### src/rtl/msweep_pkg.sv
package msweep_pkg;

   typedef enum logic [1:0] {
      DIR_TLEFT  = 2'd0,
      DIR_TRIGHT = 2'd1,
      DIR_VUP    = 2'd2,
      DIR_VDOWN  = 2'd3
   } sweep_dir_e;

   typedef enum logic [2:0] {
      ST_NONE    = 3'd0,
      ST_FAIL    = 3'd1,
      ST_NOFAIL  = 3'd2,
      ST_ABORT   = 3'd3,
      ST_TIMEOUT = 3'd4,
      ST_REFUSED = 3'd5
   } sweep_stat_e;

   typedef enum logic {
      S_IDLE = 1'b0,
      S_RUN  = 1'b1
   } seq_state_e;

   function automatic logic dir_is_volt(input logic [1:0] d);
      return d[1];
   endfunction

endpackage

### src/rtl/msweep_err_acc.sv
module msweep_err_acc #(
   parameter int ERR_W    = 8,
   parameter bit SATURATE = 1'b1
) (
   input  logic             clk,
   input  logic             rst_n,
   input  logic             clear_i,
   input  logic             en_i,
   input  logic             cap_ind_i,
   input  logic             par_i,
   input  logic             rec_i,
   input  logic             ind_i,
   output logic [ERR_W-1:0] acc_o,
   output logic [ERR_W-1:0] acc_nxt_o
);
   localparam logic [ERR_W-1:0] ACC_MAX = '1;

   logic [1:0]       inc;
   logic [ERR_W:0]   sum;
   logic [ERR_W-1:0] acc_q;

   always_comb begin
      inc = cap_ind_i ? {1'b0, ind_i} : ({1'b0, par_i} + {1'b0, rec_i});
      sum = {1'b0, acc_q} + {{(ERR_W-1){1'b0}}, inc};
   end

   generate
      if (ERR_W < 2) begin : g_bad_w
         $error("msweep_err_acc: ERR_W must be at least 2");
      end
      if (SATURATE) begin : g_sat
         assign acc_nxt_o = sum[ERR_W] ? ACC_MAX : sum[ERR_W-1:0];
      end else begin : g_wrap
         assign acc_nxt_o = sum[ERR_W-1:0];
      end
   endgenerate

   always_ff @(posedge clk or negedge rst_n) begin
      if (!rst_n)       acc_q <= '0;
      else if (clear_i) acc_q <= '0;
      else if (en_i)    acc_q <= acc_nxt_o;
   end

   assign acc_o = acc_q;

   // count restarts from zero after every step start
   p_clear_r3: assert property (@(posedge clk) disable iff (!rst_n)
      clear_i |=> acc_o == '0);

   // while accumulating the count never goes down
   p_monotone_r3: assert property (@(posedge clk) disable iff (!rst_n)
      (en_i && !clear_i && SATURATE) |=> acc_o >= $past(acc_o));

endmodule

### src/rtl/msweep_wdog.sv
module msweep_wdog #(
   parameter int BUDGET_W = 12
) (
   input  logic                clk,
   input  logic                rst_n,
   input  logic                clr_i,
   input  logic                run_i,
   input  logic [BUDGET_W-1:0] budget_i,
   output logic                expire_o
);
   logic [BUDGET_W-1:0] cnt_q;
   logic [BUDGET_W:0]   cnt_inc;

   generate
      if (BUDGET_W < 2) begin : g_bad_w
         $error("msweep_wdog: BUDGET_W must be at least 2");
      end
   endgenerate

   assign cnt_inc  = {1'b0, cnt_q} + 1'b1;
   assign expire_o = run_i && (budget_i != '0) && (cnt_inc >= {1'b0, budget_i});

   always_ff @(posedge clk or negedge rst_n) begin
      if (!rst_n)                  cnt_q <= '0;
      else if (clr_i)              cnt_q <= '0;
      else if (run_i && !(&cnt_q)) cnt_q <= cnt_inc[BUDGET_W-1:0];
   end

   // the running count advances by one per sweep cycle until expiry
   p_count_r11: assert property (@(posedge clk) disable iff (!rst_n)
      (run_i && !clr_i && !expire_o && !(&cnt_q)) |=> cnt_q == $past(cnt_q) + 1'b1);

   // a disabled budget never expires
   p_nodisable_r11: assert property (@(posedge clk) disable iff (!rst_n)
      (budget_i == '0) |-> !expire_o);

endmodule

### src/rtl/msweep_seq.sv
module msweep_seq
   import msweep_pkg::*;
#(
   parameter int STEP_W   = 6,
   parameter int ERR_W    = 8,
   parameter int DWELL_W  = 4,
   parameter int BUDGET_W = 12
) (
   input  logic                clk,
   input  logic                rst_n,
   input  logic                start_i,
   input  logic                abort_i,
   input  logic [1:0]          dir_i,
   input  logic [ERR_W-1:0]    limit_i,
   input  logic [STEP_W-1:0]   ceil_i,
   input  logic [DWELL_W-1:0]  dwell_i,
   input  logic [BUDGET_W-1:0] budget_i,
   input  logic                cap_volt_i,
   input  logic [STEP_W-1:0]   cap_tsteps_i,
   input  logic [STEP_W-1:0]   cap_vsteps_i,
   input  logic [ERR_W-1:0]    acc_nxt_i,
   input  logic                expire_i,
   output logic                busy_o,
   output logic                done_o,
   output logic [2:0]          status_o,
   output logic [STEP_W-1:0]   margin_o,
   output logic [STEP_W-1:0]   offset_o,
   output logic [1:0]          dir_o,
   output logic                apply_o,
   output logic                acc_clr_o,
   output logic                acc_en_o,
   output logic                wd_clr_o,
   output logic [BUDGET_W-1:0] budget_o
);
   seq_state_e          state_q;
   logic [STEP_W-1:0]   step_q, ceil_q, offset_q, margin_q;
   logic [DWELL_W-1:0]  dwell_q, dwell_cfg_q;
   logic [ERR_W-1:0]    limit_q;
   logic [BUDGET_W-1:0] budget_q;
   logic [1:0]          dir_q;
   sweep_stat_e         status_q;
   logic                apply_q, done_q;

   logic                run, last_dwell, fail, adv, end_now, refuse;
   logic [STEP_W-1:0]   cap_sel, ceil_new, end_margin;
   sweep_stat_e         end_stat;

   always_comb begin
      run        = (state_q == S_RUN);
      cap_sel    = dir_is_volt(dir_i) ? cap_vsteps_i : cap_tsteps_i;
      ceil_new   = (ceil_i < cap_sel) ? ceil_i : cap_sel;
      refuse     = dir_is_volt(dir_i) && !cap_volt_i;
      last_dwell = ({1'b0, dwell_q} + 1'b1) >= {1'b0, dwell_cfg_q};
      fail       = (acc_nxt_i != '0) && (acc_nxt_i >= limit_q);
      end_now    = 1'b0;
      adv        = 1'b0;
      end_stat   = ST_NONE;
      end_margin = step_q - 1'b1;
      if (run) begin
         if (abort_i) begin
            end_now = 1'b1; end_stat = ST_ABORT;
         end else if (expire_i) begin
            end_now = 1'b1; end_stat = ST_TIMEOUT;
         end else if (fail) begin
            end_now = 1'b1; end_stat = ST_FAIL;
         end else if (last_dwell) begin
            if (step_q == ceil_q) begin
               end_now = 1'b1; end_stat = ST_NOFAIL; end_margin = ceil_q;
            end else begin
               adv = 1'b1;
            end
         end
      end
   end

   always_ff @(posedge clk or negedge rst_n) begin
      if (!rst_n) begin
         state_q     <= S_IDLE;
         step_q      <= '0;
         ceil_q      <= '0;
         offset_q    <= '0;
         margin_q    <= '0;
         dwell_q     <= '0;
         dwell_cfg_q <= '0;
         limit_q     <= '0;
         budget_q    <= '0;
         dir_q       <= '0;
         status_q    <= ST_NONE;
         apply_q     <= 1'b0;
         done_q      <= 1'b0;
      end else begin
         done_q <= 1'b0;
         if (!run && start_i) begin
            dir_q       <= dir_i;
            limit_q     <= limit_i;
            ceil_q      <= ceil_new;
            dwell_cfg_q <= dwell_i;
            budget_q    <= budget_i;
            dwell_q     <= '0;
            if (refuse || ceil_new == '0) begin
               status_q <= refuse ? ST_REFUSED : ST_NOFAIL;
               margin_q <= '0;
               done_q   <= 1'b1;
            end else begin
               state_q  <= S_RUN;
               step_q   <= {{(STEP_W-1){1'b0}}, 1'b1};
               offset_q <= {{(STEP_W-1){1'b0}}, 1'b1};
               apply_q  <= 1'b1;
               status_q <= ST_NONE;
            end
         end else if (end_now) begin
            state_q  <= S_IDLE;
            offset_q <= '0;
            apply_q  <= 1'b0;
            status_q <= end_stat;
            margin_q <= end_margin;
            done_q   <= 1'b1;
         end else if (adv) begin
            step_q   <= step_q + 1'b1;
            offset_q <= offset_q + 1'b1;
            dwell_q  <= '0;
         end else if (run) begin
            dwell_q  <= dwell_q + 1'b1;
         end
      end
   end

   assign busy_o    = run;
   assign done_o    = done_q;
   assign status_o  = status_q;
   assign margin_o  = margin_q;
   assign offset_o  = offset_q;
   assign dir_o     = dir_q;
   assign apply_o   = apply_q;
   assign acc_clr_o = !run || last_dwell;
   assign acc_en_o  = run;
   assign wd_clr_o  = !run;
   assign budget_o  = budget_q;

   // sampler back at its pre-margin settings whenever idle
   p_restore_r8: assert property (@(posedge clk) disable iff (!rst_n)
      !run |-> (offset_q == '0 && !apply_q));

   // offset only ever moves up by a single step while sweeping
   p_step_inc_r1: assert property (@(posedge clk) disable iff (!rst_n)
      (run && $past(run) && offset_q != $past(offset_q)) |-> offset_q == $past(offset_q) + 1'b1);

   // latched configuration is frozen for the whole sweep
   p_cfg_hold_r2: assert property (@(posedge clk) disable iff (!rst_n)
      (run && $past(run)) |-> ($stable(limit_q) && $stable(dir_q) && $stable(ceil_q)));

   // offset stays inside 1..ceiling
   p_ceil_r6: assert property (@(posedge clk) disable iff (!rst_n)
      run |-> (offset_q != '0 && offset_q <= ceil_q));

   // unsupported voltage sweep never enters the running state
   p_refuse_r7: assert property (@(posedge clk) disable iff (!rst_n)
      (!run && start_i && dir_i[1] && !cap_volt_i) |=> (!run && status_q == ST_REFUSED));

   // abort wins over every other ending
   p_abort_r10: assert property (@(posedge clk) disable iff (!rst_n)
      (run && abort_i) |=> (!run && status_q == ST_ABORT));

   // a start seen while running leaves the direction untouched
   p_busy_start_r9: assert property (@(posedge clk) disable iff (!rst_n)
      (run && start_i) |=> $stable(dir_q));

endmodule

### src/rtl/margin_sweep_ctl.sv
module margin_sweep_ctl
   import msweep_pkg::*;
#(
   parameter int STEP_W   = 6,
   parameter int ERR_W    = 8,
   parameter int DWELL_W  = 4,
   parameter int BUDGET_W = 12
) (
   input  logic                clk,
   input  logic                rst_n,
   input  logic                start_i,
   input  logic                abort_i,
   input  logic [1:0]          dir_i,
   input  logic [ERR_W-1:0]    err_limit_i,
   input  logic [STEP_W-1:0]   step_ceil_i,
   input  logic [DWELL_W-1:0]  dwell_i,
   input  logic [BUDGET_W-1:0] budget_i,
   input  logic                cap_volt_i,
   input  logic                cap_ind_i,
   input  logic [STEP_W-1:0]   cap_tsteps_i,
   input  logic [STEP_W-1:0]   cap_vsteps_i,
   input  logic                parity_err_i,
   input  logic                recov_entry_i,
   input  logic                ind_err_i,
   output logic                busy_o,
   output logic                done_o,
   output logic [2:0]          status_o,
   output logic [STEP_W-1:0]   margin_o,
   output logic [STEP_W-1:0]   samp_offset_o,
   output logic [1:0]          samp_dir_o,
   output logic                samp_apply_o
);
   generate
      if (STEP_W < 1 || DWELL_W < 1) begin : g_bad_cfg
         $error("margin_sweep_ctl: STEP_W and DWELL_W must be positive");
      end
   endgenerate

   logic [ERR_W-1:0]    acc, acc_nxt;
   logic                acc_clr, acc_en, wd_clr, expire;
   logic [BUDGET_W-1:0] budget_lat;

   msweep_seq #(
      .STEP_W(STEP_W), .ERR_W(ERR_W), .DWELL_W(DWELL_W), .BUDGET_W(BUDGET_W)
   ) u_seq (
      .clk(clk), .rst_n(rst_n), .start_i(start_i), .abort_i(abort_i),
      .dir_i(dir_i), .limit_i(err_limit_i), .ceil_i(step_ceil_i),
      .dwell_i(dwell_i), .budget_i(budget_i), .cap_volt_i(cap_volt_i),
      .cap_tsteps_i(cap_tsteps_i), .cap_vsteps_i(cap_vsteps_i),
      .acc_nxt_i(acc_nxt), .expire_i(expire),
      .busy_o(busy_o), .done_o(done_o), .status_o(status_o),
      .margin_o(margin_o), .offset_o(samp_offset_o), .dir_o(samp_dir_o),
      .apply_o(samp_apply_o), .acc_clr_o(acc_clr), .acc_en_o(acc_en),
      .wd_clr_o(wd_clr), .budget_o(budget_lat)
   );

   msweep_err_acc #(.ERR_W(ERR_W), .SATURATE(1'b1)) u_acc (
      .clk(clk), .rst_n(rst_n), .clear_i(acc_clr), .en_i(acc_en),
      .cap_ind_i(cap_ind_i), .par_i(parity_err_i), .rec_i(recov_entry_i),
      .ind_i(ind_err_i), .acc_o(acc), .acc_nxt_o(acc_nxt)
   );

   msweep_wdog #(.BUDGET_W(BUDGET_W)) u_wdog (
      .clk(clk), .rst_n(rst_n), .clr_i(wd_clr), .run_i(acc_en),
      .budget_i(budget_lat), .expire_o(expire)
   );

   // the end pulse is only ever seen with the sweep finished
   p_done_idle_r8: assert property (@(posedge clk) disable iff (!rst_n)
      done_o |-> !busy_o);

   // an error count is never carried in while idle
   p_idle_acc_r3: assert property (@(posedge clk) disable iff (!rst_n)
      (!busy_o && $past(!busy_o)) |-> acc == '0);

endmodule

### config.mk
export PLATFORM = sky130hd
export DESIGN_NAME = margin_sweep_ctl
export DESIGN_NICKNAME = d
export VERILOG_FILES = /design/src/rtl/msweep_pkg.sv /design/src/rtl/msweep_err_acc.sv /design/src/rtl/msweep_wdog.sv /design/src/rtl/msweep_seq.sv /design/src/rtl/margin_sweep_ctl.sv
export SDC_FILE = /design/constraint.sdc
export NUM_CORES = 1
export LEC_CHECK = 0
export BUFFER_PORTS_ARGS = -buffer_cell sky130_fd_sc_hd__buf_2
export CAP_MARGIN = 20
export CORE_ASPECT_RATIO = 1.25
export CORE_MARGIN = 2
export CORE_UTILIZATION = 58
export CTS_CLUSTER_DIAMETER = 80
export DETAILED_ROUTE_END_ITERATION = 10
export GPL_TIMING_DRIVEN = 0
export MAX_ROUTING_LAYER = met4
export PLACE_DENSITY = 0.85
export REMOVE_ABC_BUFFERS = 1
export SYNTH_ARGS = -nofsm -noshare
export SYNTH_HDL_FRONTEND = slang
export SYNTH_SLANG_ARGS = --single-unit
### constraint.sdc
create_clock -name clk -period 5.56 [get_ports clk]
set_input_delay 0.834 -clock clk [delete_from_list [all_inputs] [get_ports clk]]
set_output_delay 0.834 -clock clk [all_outputs]
set_load 0.05 [all_outputs]
Word-level counts from Yosys, hierarchy flattened
Index checks and enable logic that the tools add are counted.

Add/subtract/negate cells: 8. $mul: 0. Divide/modulo/power cells: 0. $lt $le $gt $ge: 4. Eq/ne operators: 5. Shifts and indexed selects: 0. Multiplexer cells: 56. Bitwise operators: 0. Reductions and logical operators: 25.

Operators by type and width (count): $mux W6 (18); $mux W3 (9); $mux W12 (2); $mux W8 (3); $mux W1 (18); $mux W4 (4); $add A12 B1 Y13 const B (1); $ge A13 B12 Y1 (1); $add A6 B1 Y6 const B (2); $reduce_and A12 Y1 (1); $reduce_bool A12 Y1 (1); $add A8 B2 Y9 (1); $ge A8 B8 Y1 (1); $reduce_and A2 Y1 (4); $reduce_bool A8 Y1 (1); $eq A6 B6 Y1 (1); $logic_and A1 B1 Y1 (6); $logic_not A6 Y1 (1); $lt A6 B6 Y1 (1); $ne A2 B2 Y1 const B (3); $reduce_bool A2 Y1 (3); $reduce_bool A3 Y1 (2); $sub A6 B1 Y6 const B (1); $add A4 B1 Y5 const B (1); other kinds (8) (12).

Bits in registers: 79. Latch bits: 0. Memory bits (writable): 0. ROM bits: 0. Input port bits: 53. Output and inout port bits: 20. Word-level logic and storage cells: 112. Memories kept: 0.

Longest topological paths before layout
Gate-level depths: netlist of the first run.

Depth after elaboration: 13. Gate-level depth with buffers: 20. Mapped depth without buffers: 17.

By module
Synthesis of the first run repeated with hierarchy kept, for this count alone.

Cells, all modules: 564. Area total of the unflattened synthesis: 5109.9 um2.

By module, submodules not included: msweep_seq (times used 1, cells an instance 366, area each 3382.0 um2, seq. area each 1476.4 um2); msweep_wdog (times used 1, cells an instance 124, area each 1068.5 um2, seq. area each 300.3 um2); msweep_err_acc (times used 1, cells an instance 74, area each 659.4 um2, seq. area each 200.2 um2).

Worst setup path before layout of the first run
Ideal clock, no wire load.

Kind: input-to-reg. Start point: in parity_err_i. End point: reg u_seq.dwell_q[0]. Library setup time: 0.125 ns. Arrival: 4.945 ns. Data required time: 5.435 ns. Path slack: 0.490 ns. Stages on the path: 19. Buffers on the path: 2. Path through: ha_1 -> mux2_2 -> ha_1 -> inv_1 -> fa_1 -> and4b_1 -> clkbuf_2 -> nand4_1 -> nor2b_1 -> ha_1 -> nand2b_1 -> a2111oi_2 -> o21bai_1 -> a221o_1 -> a221oi_4 -> a21o_1 -> buf_4 -> o21ai_0 -> mux2_2.

Longest elaborated chain between the ends: 13. Elaborated cells between the ends (all ways): 21. Those cells by class: add/sub: 2; order compare: 1; eq/ne: 1; mux: 13; reduce/logical: 4.

RTL lines: start, declared (RTL line margin_sweep_ctl.sv:22) `input logic parity_err_i,`; $add A1 B1 Y2 * (RTL line msweep_err_acc.sv:23) `inc = cap_ind_i ? {1'b0, ind_i} : ({1'b0, par_i} + {1'b0, rec_i});`; $mux W2 * (RTL line msweep_err_acc.sv:23); $add A8 B2 Y9 * (RTL line msweep_err_acc.sv:24) `sum = {1'b0, acc_q} + {{(ERR_W-1){1'b0}}, inc};`; $mux W8 * (RTL line msweep_err_acc.sv:32) `assign acc_nxt_o = sum[ERR_W] ? ACC_MAX : sum[ERR_W-1:0];`; $ge A8 B8 Y1 / $reduce_bool A8 Y1 (equally long branches) (RTL line msweep_seq.sv:54) `fail = (acc_nxt_i != '0) && (acc_nxt_i >= limit_q);`; $logic_and A1 B1 Y1 * (RTL line msweep_seq.sv:54); $mux W1 (RTL line msweep_seq.sv:64) `end else if (fail) begin`; $mux W1 (RTL line msweep_seq.sv:62) `end else if (expire_i) begin`; $mux W1 (RTL line msweep_seq.sv:60) `if (abort_i) begin`; $mux W1 (RTL line msweep_seq.sv:59) `if (run) begin`; $mux W4 (RTL line msweep_seq.sv:118) `end else if (adv) begin`; $mux W4 (RTL line msweep_seq.sv:111) `end else if (end_now) begin`; $mux W4 (RTL line msweep_seq.sv:93) `if (!run && start_i) begin`; end signal, assigned (RTL line msweep_seq.sv:123) `dwell_q <= dwell_q + 1'b1;`; end, declared (RTL line msweep_seq.sv:37) `logic [DWELL_W-1:0] dwell_q, dwell_cfg_q;`.

Mark *: on every way between the ends. The rest lies on a longest branch, timed or not. The select of a mux whose other input is x is not followed. A chain may end at the register's enable or synchronous reset.

Final worst setup path of the first run
Ends and elaborated chain as after synthesis.

==> impl_metrics.toml, run 1 <==
[logic_synthesis]
ys.flop_type = "dfrtp_1"
synth-seq-area-share = 0.407
synth_edf_count = 0
synthMuxAreaShare = 0.0378
synth_top_area_share = 0.407
synth-seq-cells = 79
synth_top_family_by_area = "simple AND/OR/NAND/NOR gates"
yosys.area_share.simple = 0.195
yosysTopAreaCell = "dfrtp_1"
syn-cell-area_mm2 = 0.00486
synth-compound-area-share = 0.166
synth_area_leaders = "dfrtp_1, ha_1, nand2_1"
synthAdderAreaFrac = 0.0993
synthArstFlopShare = 1.00
avgSynthCellArea_um2 = 9.16
synth_xor_area_frac = 0.0450
synth_warnings = 0
netlist_instances = 531
synth_cell_type_count = 55

[setup_path]
max_stage_delay_ns = 0.46
cpMaxStageDelayCell = "fa_1"
critPathLaunch = "parity_err_i"
arrival_ns = 5.47
reg2reg_to = "u_seq.dwell_q[0]"
cp_top_family = "compound AO/OA/AOI/OAI gates"
crit_type = "primary input to register"
critPathLaunchType = "primary input"
path_cells = "buf_2 -> ha_1 -> mux2_2 -> ha_1 -> inv_1 -> fa_1 -> and4b_1 -> nand4_1 -> nor2b_1 -> ha_1 -> nand2b_1 -> a2111oi_2 -> o21bai_1 -> a221o_1 -> a221oi_4 -> a21o_4 -> o21ai_0 -> mux2_2"
reg2reg_slack_ns = 0.97
cp.required_ns = 5.81
cp_common_cell = "ha_1"
worst-path-max-fanout = 19
ff2ff_path_depth = 15
endpoint_kind = "register"
cp_num_buf_inv = 2
worstReg2RegStart = "u_acc.acc_o[0]"

[power_and_ir_drop]
totalPowerFinal_mw = 2.52
ir_drop_uv = 308
power_density_mw_per_mm2 = 454
p_leak_nw = 2.86

[cells_and_area]
seq_area_mm2 = 0.00198
final_nets = 692
final_cell_mix = "dfrtp_1, nand2_1, buf_2"
antennaDiodeCount = 0
nFillCells = 630
area_delta_synth_final_pct = 13.9
multi_input_area_mm2 = 0.00265
final_common_cell = "dfrtp_1"
design_area_mm2 = 0.00554
drive_gt1_frac = 0.185

[timing]
tns_ns = 0
setup_ws_ns = 0.342
clock_skew_ns = 0.0125
worst_pin_slew_ns = 0.970
slew_headroom = 0.352
final_hold_viol_count = 0
fin_crit_ns = 5.22
rsz0062_at_grt = "no"
clock.fmax_mhz = 192
slew_viol_final = 0
period_share = 0.939
finalSetupViolations = 0

[cts]
cts_buffer_depth = 2
clk-insertion-delay-late_ns = 0.36
cts_buffers = 9
h-tree-depth = 3
root_buffer = "clkbuf_8"
path_clk_slew_ns = 0.09
cts_tree = "done"
clock-sinks = 79

[floorplanning]
start_util = 0.593
rows = 37
dieWidth_um = 85.9
core_mm2 = 0.00819
ioPinCount = 73
fp.dieH_um = 106
dieArea_mm2 = 0.00914

[global_routing]
grt_max_degree = 61
grt_antenna_before_repair = 0
grt_pass1_vias = 4060
grt_pass1_wl_um = 18100
track_usage = 0.254
overflow = 0

[detailed_routing]
drt-met1-wl_um = 4440
met3_length_um = 600
wl_per_cell_um = 15.2
drc = 4
drtIter0Drc = 266
wl_met2_um = 5460
top_layer = "met4"
via_count = 4081
routed_wl_um = 10700
antenna_left = 0
dr.pass1.iters = 10
drt-vias-per-instance = 5.81

[placed_design]
place_congestion = 0.898
numPortBuffers = 72
placed_area_mm2 = 0.00528
dp_hpwl_um = 8100
place_ws_ns = -0.494

[outcome]
status = "complete, but fails checks"
violations = "design-rule violations"

[flow_run]
drv_cap = 0

[hold_path]
hold_path.class = "primary input to asynchronous set/reset pin"
[where the power goes]
part	total, mW	internal, mW	switching (mW)	leakage, nW
clock network	0.422	0.206	0.216	0.0960
registers	0.922	0.764	0.158	1.02
logic	1.17	0.415	0.758	1.75
[metrics by stage]
step	instances	utilization	hold WS (ns)
floorplan	509	-	0.452
global placement	678	0.640	0.455
detailed placement	679	0.645	0.461
CTS	695	0.668	0.349
global route	703	0.676	0.360
finish	703	0.676	0.347
[state kept, by name, summed over array words and instances (netlist names), 3 cells and up]
register and cells:
u_seq.step_q 6, u_seq.ceil_q 6, u_seq.dwell_cfg_q 4, u_seq.dwell_q 4
u_seq.offset_o 6, u_seq.margin_o 6, u_seq.limit_q 8, u_seq.status_o 3
u_acc.acc_o 8, u_seq.budget_o 12, u_wdog.cnt_q 12
[synthesized netlist by cell type (2+ instances only)]
library cell,n
nand3b_1,2
clkbuf_1,16
and2_1,5
buf_4,3
or4_1,4
nor2b_1,12
ha_1,37
a31oi_1,4
xor2_1,15
a21oi_1,26
xnor2_1,10
a31o_2,2
o21a_1,4
a211oi_1,2
o21ai_0,39
mux2i_1,15
a21o_1,7
and3_1,6
nand4_1,5
nor3b_1,4
nor2_1,25
o31ai_1,9
nand2_1,72
dfrtp_1,79
inv_1,40
nor3_1,9
a221o_1,3
or2_2,2
o21bai_1,2
a22o_1,6
mux2_2,3
nand3_1,20
or3_1,4
nor4_1,6
buf_2,2
a21oi_2,2
o211ai_1,2
nand2b_1,10
[cell families after synthesis]
kind of cell | after synthesis
AOI/OAI and AO/OA | 119
DFF | 79
adders and majority gates | 38
and+or+nand+nor | 190
xor gates and xnor gates | 25
buffers and inverters | 62
muxes | 18
[worst max path at each step]
stage                             to  slack (ns)  cells after the start
floorplan           u_seq.dwell_q[0]        0.29                     17
global placement    u_seq.dwell_q[0]       -0.34                     18
detailed placement  u_seq.dwell_q[0]       -0.49                     18
CTS                 u_seq.dwell_q[0]        0.08                     18
global route        u_seq.dwell_q[0]        0.04                     18
finish              u_seq.dwell_q[0]        0.34                     18
[repair_timing]
| action | CTS | global route |
|---|---|---|
| resized for setup | 1 | 1 |
| setup endpoints to repair | 4 | 8 |
| cloned | 0 | 0 |
| hold buffers | 0 | 0 |
| buffers inserted | 0 | 8 |
| pin swaps | 0 | 2 |
[cell type report]
| class | count | area share |
|---|---|---|
| well taps | 97 | 0.0219 |
| clock inverters | 6 | 0.0111 |
| flip-flops and latches | 79 | 0.357 |
| clock buffers | 10 | 0.0230 |
| inverters | 40 | 0.0271 |
| repair buffers | 81 | 0.0813 |
| multi-input cells | 390 | 0.479 |
[layer usage]
| layer | up-vias | GRT usage |
|---|---|---|
| met5 | - | - |
| met2 | 117 | 0.427 |
| met3 | 16 | 0.0512 |
| li1 | 2008 | - |
| met1 | 1940 | 0.297 |
| met4 | 0 | 0.101 |
Note: power is estimated with default switching activity, not from simulation.
==> run 2: changes to the inputs <==
--- a/config.mk
+++ b/config.mk
@@ -9,12 +9,12 @@
 export CAP_MARGIN = 20
 export CORE_ASPECT_RATIO = 1.25
 export CORE_MARGIN = 2
-export CORE_UTILIZATION = 58
+export CORE_UTILIZATION = 62
 export CTS_CLUSTER_DIAMETER = 80
 export DETAILED_ROUTE_END_ITERATION = 10
 export GPL_TIMING_DRIVEN = 0
 export MAX_ROUTING_LAYER = met4
-export PLACE_DENSITY = 0.85
+export PLACE_DENSITY = 0.9
 export REMOVE_ABC_BUFFERS = 1
 export SYNTH_ARGS = -nofsm -noshare
 export SYNTH_HDL_FRONTEND = slang
==> constraint.sdc (replaced) <==
create_clock -name clk -period 6.05 [get_ports clk]
set_input_delay 0.9075 -clock clk [delete_from_list [all_inputs] [get_ports clk]]
set_output_delay 0.9075 -clock clk [all_outputs]
set_load 0.05 [all_outputs]
==> run 2 against run 1 <==
The flow now finishes without violations. First-iteration DRC count grew 3.0%. Sequential cell count is the same. Clock skew shrank 0.0044 ns. Register-to-register slack gained 0.09 ns. Critical path type unchanged. Critical endpoint unchanged. Highest routed layer unchanged.
==> impl_metrics.toml, run 2 (same netlist as run 1, synthesis figures left out) <==
[setup_path]
endpoint = "u_seq.dwell_q[0]"
ff2ff_path_depth = 15
cp_top_family = "compound AO/OA/AOI/OAI gates"
path_cells = "buf_2 -> ha_1 -> mux2_2 -> ha_1 -> inv_1 -> fa_1 -> and4b_1 -> nand4_1 -> nor2b_1 -> ha_1 -> nand2b_1 -> a2111oi_2 -> o21bai_1 -> a221o_1 -> a221oi_4 -> a21o_2 -> o21ai_0 -> mux2_2"
cp_num_cells = 18
worstReg2RegStart = "u_acc.acc_o[0]"
crit_type = "primary input to register"
cp_num_buf_inv = 2
worst-path-max-fanout = 19
cp.required_ns = 6.30
arrival_ns = 5.93
cp_common_cell = "ha_1"
endpoint_kind = "register"
critPathLaunch = "parity_err_i"
critPathLaunchType = "primary input"
reg2reg_slack_ns = 1.06
reg2reg_to = "u_seq.dwell_q[0]"
max_stage_delay_ns = 0.45
cpMaxStageDelayCell = "fa_1"

[cts]
holdBufCountCts = 0
root_buffer = "clkbuf_8"
h-tree-depth = 3
clock-sinks = 79
cts_buffer_depth = 2
clk-insertion-delay-late_ns = 0.36
path_clk_slew_ns = 0.08
post_cts.repair.setup_buffers = 0
cts_tree = "done"
cts_buffers = 9

[detailed_routing]
dr.pass1.iters = 4
antenna_left = 0
wl_per_cell_um = 15.7
via_count = 4149
drtIter0Drc = 274
drt-vias-per-instance = 6.00
drc = 0
routed_wl_um = 10800

[timing]
clock_skew_ns = 0.00816
worst_pin_slew_ns = 0.984
slew_viol_final = 0
rsz0062_at_grt = "no"
clock.fmax_mhz = 176
final_hold_viol_count = 0
finalSetupViolations = 0
fin_crit_ns = 5.68
period_share = 0.939
slew_headroom = 0.343

[placed_design]
dp_hpwl_um = 8120
post-place-cells = 677
numPortBuffers = 72
place_congestion = 0.902

[cells_and_area]
drive_gt1_frac = 0.169
final_common_cell = "dfrtp_1"
area_delta_synth_final_pct = 12.0
final_nets = 684
layoutNonFillerInstCount = 691
final_cell_mix = "dfrtp_1, nand2_1, buf_2"
antennaDiodeCount = 0

[power_and_ir_drop]
comb_power_share = 0.473
clockPowerShare = 0.155
totalPowerFinal_mw = 2.28
p_sw_frac = 0.454
power_frac_seq = 0.372
ir_drop_uv = 355
power_density_mw_per_mm2 = 418
p_int_mw = 1.24
p_leak_nw = 2.82
switchingPower_mw = 1.03

[outcome]
status = "completed"

[global_routing]
overflow = 0
grt_pass1_vias = 4137
grt_pass1_wl_um = 18500
track_usage = 0.278
grt_antenna_before_repair = 0
grt_max_degree = 51

[floorplanning]
ioPinCount = 73
rows = 36
fp.dieH_um = 103
start_util = 0.631
dieWidth_um = 83.2
dieArea_mm2 = 0.00857
core_mm2 = 0.00770

[hold_path]
hold_path.class = "primary input to asynchronous set/reset pin"

[flow_run]
drv_cap = 0
## run 2: through the flow
step / cell area [um^2] / util / TNS, ns / hold WS [ns] / setup WS [ns]
after global routing: 5450 / 0.707 / 0 / 0.496 / 0.0973
final: 5450 / 0.707 / 0 / 0.464 / 0.368
after global placement: 5240 / 0.681 / 0 / 0.455 / 0.0626
after CTS: 5450 / 0.707 / 0 / 0.475 / 0.236
after floorplan: 4760 / - / 0 / 0.452 / 0.705
after detailed placement: 5280 / 0.686 / -0.0630 / 0.472 / -0.0630
## run 2: timing repair
action | in CTS | in global routing
setup endpoints to repair | 0 | 4
endpoints found under the hold margin | 0 | 0
gates resized for setup | 0 | 1
## run 2: layout make-up
class / instances / area, um^2
inverter: 40 / 150
sequential: 79 / 1980
clock inverter: 1 / 5.00
fill: 572 / 2260
tap: 95 / 119
clock buffer: 13 / 159
timing repair buffer: 73 / 390
multi-input combinational: 390 / 2650
## run 2: power by group through the flow
stage                     Clock, mW  Combinational (mW)  Sequential, mW
after global placement            0                1.01           0.842
after CTS                     0.356                1.08           0.847
final                         0.354                1.08           0.848
after detailed placement          0                1.07           0.854
after global routing          0.377                1.20           0.870
after floorplan                   0               0.629           0.984
## run 2: metal layers
metal / track usage / vias up / routed length (um)
li1: - / 1980 / -
met1: 0.303 / 2031 / 4350
met2: 0.489 / 121 / 5720
met5: - / - / 0
met4: 0.137 / 0 / 238
met3: 0.0576 / 17 / 541
## run 2: worst min path at each step
stage | start | end | slack, ns
after global routing | rst_n | u_seq.budget_o[8] | 0.50
after global placement | u_seq.dir_o[0] | u_seq.dir_o[0] | 0.45
after CTS | rst_n | u_seq.budget_o[8] | 0.47
final | rst_n | u_seq.budget_o[8] | 0.46
after detailed placement | u_seq.dir_o[0] | u_seq.dir_o[0] | 0.47
after floorplan | u_seq.dwell_cfg_q[0] | u_seq.dwell_cfg_q[0] | 0.45
==> run 3: changes to the inputs <==
--- a/config.mk
+++ b/config.mk
@@ -5,16 +5,17 @@
 export SDC_FILE = /design/constraint.sdc
 export NUM_CORES = 1
 export LEC_CHECK = 0
-export BUFFER_PORTS_ARGS = -buffer_cell sky130_fd_sc_hd__buf_2
+export ABC_AREA = 1
 export CAP_MARGIN = 20
 export CORE_ASPECT_RATIO = 1.25
 export CORE_MARGIN = 2
-export CORE_UTILIZATION = 62
+export CORE_UTILIZATION = 69
 export CTS_CLUSTER_DIAMETER = 80
 export DETAILED_ROUTE_END_ITERATION = 10
+export DONT_BUFFER_PORTS = 1
 export GPL_TIMING_DRIVEN = 0
 export MAX_ROUTING_LAYER = met4
-export PLACE_DENSITY = 0.9
+export PLACE_DENSITY = 0.89
 export REMOVE_ABC_BUFFERS = 1
 export SYNTH_ARGS = -nofsm -noshare
 export SYNTH_HDL_FRONTEND = slang
==> run 3 against run 2 <==
Clock skew is 0.0082 ns higher. Register-to-register slack better by 1.5 ns. Worst hold slack worse by 0.24 ns. Via count is 7.8% higher. Global-route usage is 2.3 points higher. Wire length is 4.4% higher. Core utilization is 4.0 points higher. Sequential share of layout area is 0.32 points lower. Clock-buffer cell count is 1 lower. Highest routed layer unchanged. Largest cell class unchanged. Cell area is 0.94% higher. Non-clock buffer count is 72 lower.
==> impl_metrics.toml, run 3 <==
[logic_synthesis]
synth_cell_type_count = 39
synthArstFlopShare = 1.00
synth_area_leaders = "dfrtp_1, nand2_1, ha_1"
avgSynthCellArea_um2 = 7.48
synth-seq-area-share = 0.379
synth_top_area_share = 0.379
synth_warnings = 0
netlist_instances = 698
ys.flop_type = "dfrtp_1"
syn-cell-area_mm2 = 0.00522
synth-seq-cells = 79
synth_edf_count = 0
ys_top_cells_by_count = "nand2_1, inv_1, dfrtp_1"
yosysTopAreaCell = "dfrtp_1"
yosysMostFrequentCell = "nand2_1"

[floorplanning]
ioPinCount = 73
dieArea_mm2 = 0.00828
rows = 35
core_mm2 = 0.00736
dieWidth_um = 81.8
start_util = 0.709
fp.dieH_um = 101

[detailed_routing]
drc = 0
drt-vias-per-instance = 5.65
routed_wl_um = 11300
via_count = 4472
dr.pass1.iters = 5
drtIter0Drc = 239
wl_per_cell_um = 14.3
antenna_left = 0

[cells_and_area]
drive_gt1_frac = 0.0744
seq_area_mm2 = 0.00198
final_common_cell = "nand2_1"
nFillCells = 515
final_nets = 785
antennaDiodeCount = 0
multi_input_area_mm2 = 0.00279
final_cell_mix = "nand2_1, inv_1, dfrtp_1"
area_delta_synth_final_pct = 5.35
fin_util = 0.747

[timing]
tns_ns = 0
rsz0062_at_grt = "no"
finalSetupViolations = 0
worst_pin_slew_ns = 0.853
setup_ws_ns = 1.99
period_share = 0.671
final_hold_viol_count = 0
whs_ns = 0.224
slew_headroom = 0.431
slew_viol_final = 0
clock.fmax_mhz = 246
fin_crit_ns = 4.06
clock_skew_ns = 0.0163

[cts]
cts_resized = 0
path_clk_slew_ns = 0.09
h-tree-depth = 3
cts_buffers = 9
cts_tree = "done"
clk-insertion-delay-late_ns = 0.36
holdBufCountCts = 0
root_buffer = "clkbuf_8"
cts_buffer_depth = 2
post_cts.repair.setup_buffers = 0
clock-sinks = 79

[global_routing]
track_usage = 0.301
grt_antenna_before_repair = 0
overflow = 0
grt_pass1_wl_um = 18700
grt_pass1_vias = 4595
grt_max_degree = 80

[placed_design]
place_ws_ns = 1.72
dp_hpwl_um = 8420
place_congestion = 0.904
numPortBuffers = 0

[setup_path]
endpoint_kind = "register"
crit_type = "primary input to register"
worst-path-max-fanout = 12
arrival_ns = 4.36
critPathLaunchType = "primary input"
cp.required_ns = 6.35

[power_and_ir_drop]
totalPowerFinal_mw = 2.62
p_leak_nw = 2.94
ir_drop_uv = 256
power_density_mw_per_mm2 = 477

[flow_run]
drv_cap = 0

[hold_path]
hold_path.class = "primary input to asynchronous set/reset pin"

[outcome]
status = "completed"
[run 3: changes by cell type in the layout (fill, tap and decap cells not counted), sizes merged, moves of 15 or more]
cell and change:
buf -72, inv +60, nand2 +151, mux2i -15
nor2 +26, nand3 +51
[run 3: worst max-delay path, stage by stage]
cell and delay [ns]:
ha_1 0.25, nand2_1 0.05, nand2_1 0.06, ha_1 0.18, inv_1 0.06, fa_1 0.44
nor2_4 0.16, nand2_2 0.08, inv_2 0.07, nand2_2 0.16, nand3_1 0.18, ha_1 0.26
a21oi_1 0.13, nor2_1 0.06, a211oi_1 0.24, nand3_1 0.21, nand2_4 0.17, nand2_1 0.06
nor2_1 0.24, nand2_1 0.13, nand3_1 0.09, nand3_1 0.09, nand2_1 0.07
[run 3: path summary, 6_finish.rpt]
kind	start	end	slack, ns	depth (start not counted)
setup / recovery	parity_err_i	u_seq.margin_o[1]	1.99	23
hold / removal	rst_n	u_seq.budget_o[5]	0.22	0
setup reg to reg	u_acc.acc_o[0]	u_seq.margin_o[1]	2.58	20
hold reg to reg	u_seq.dwell_cfg_q[0]	u_seq.dwell_cfg_q[0]	0.49	2
max in group asynchronous	rst_n	u_seq.offset_o[4]	5.70	0
min in group clk	u_seq.dwell_cfg_q[0]	u_seq.dwell_cfg_q[0]	0.49	2
[run 3: metal layers]
layer,part of all wire,routed length [um],vias up,track usage
li1,-,-,2201,-
met1,0.38,4320,2084,0.296
met2,0.53,5960,139,0.540
met3,0.053,602,48,0.0686
met4,0.039,443,0,0.155
met5,0,0,-,-
[run 3: cell type report]
type	count	share of cell area
Multi-Input combinational cell	503	0.507
Clock inverter	4	0.00956
Sequential cell	79	0.360
Clock buffer	12	0.0300
Tap cell	92	0.0209
Timing Repair Buffer	1	0.00364
Inverter	100	0.0692
[run 3: report_power, final]
part           internal (mW)  total, mW  leakage (nW)  switching (mW)
registers              0.718       1.08          1.02           0.358
logic                  0.405       1.12          1.82           0.717
clock network          0.224      0.423         0.101           0.199
total                   1.35       2.62          2.94            1.27
[run 3: metrics by stage]
| step | cells | cell area (um^2) |
|---|---|---|
| after floorplan | 682 | 5140 |
| after global placement | 774 | 5250 |
| after detailed placement | 775 | 5280 |
| after CTS | 791 | 5500 |
| after global routing | 791 | 5500 |
| final | 791 | 5500 |
[run 3: cells by family after synthesis]
family / synth area share
buffers and inverters: 0.0887
xor gates and xnor gates: 0.0420
adders and majority gates: 0.0925
DFF: 0.379
AOI/OAI and AO/OA: 0.0681
and+or+nand+nor: 0.330
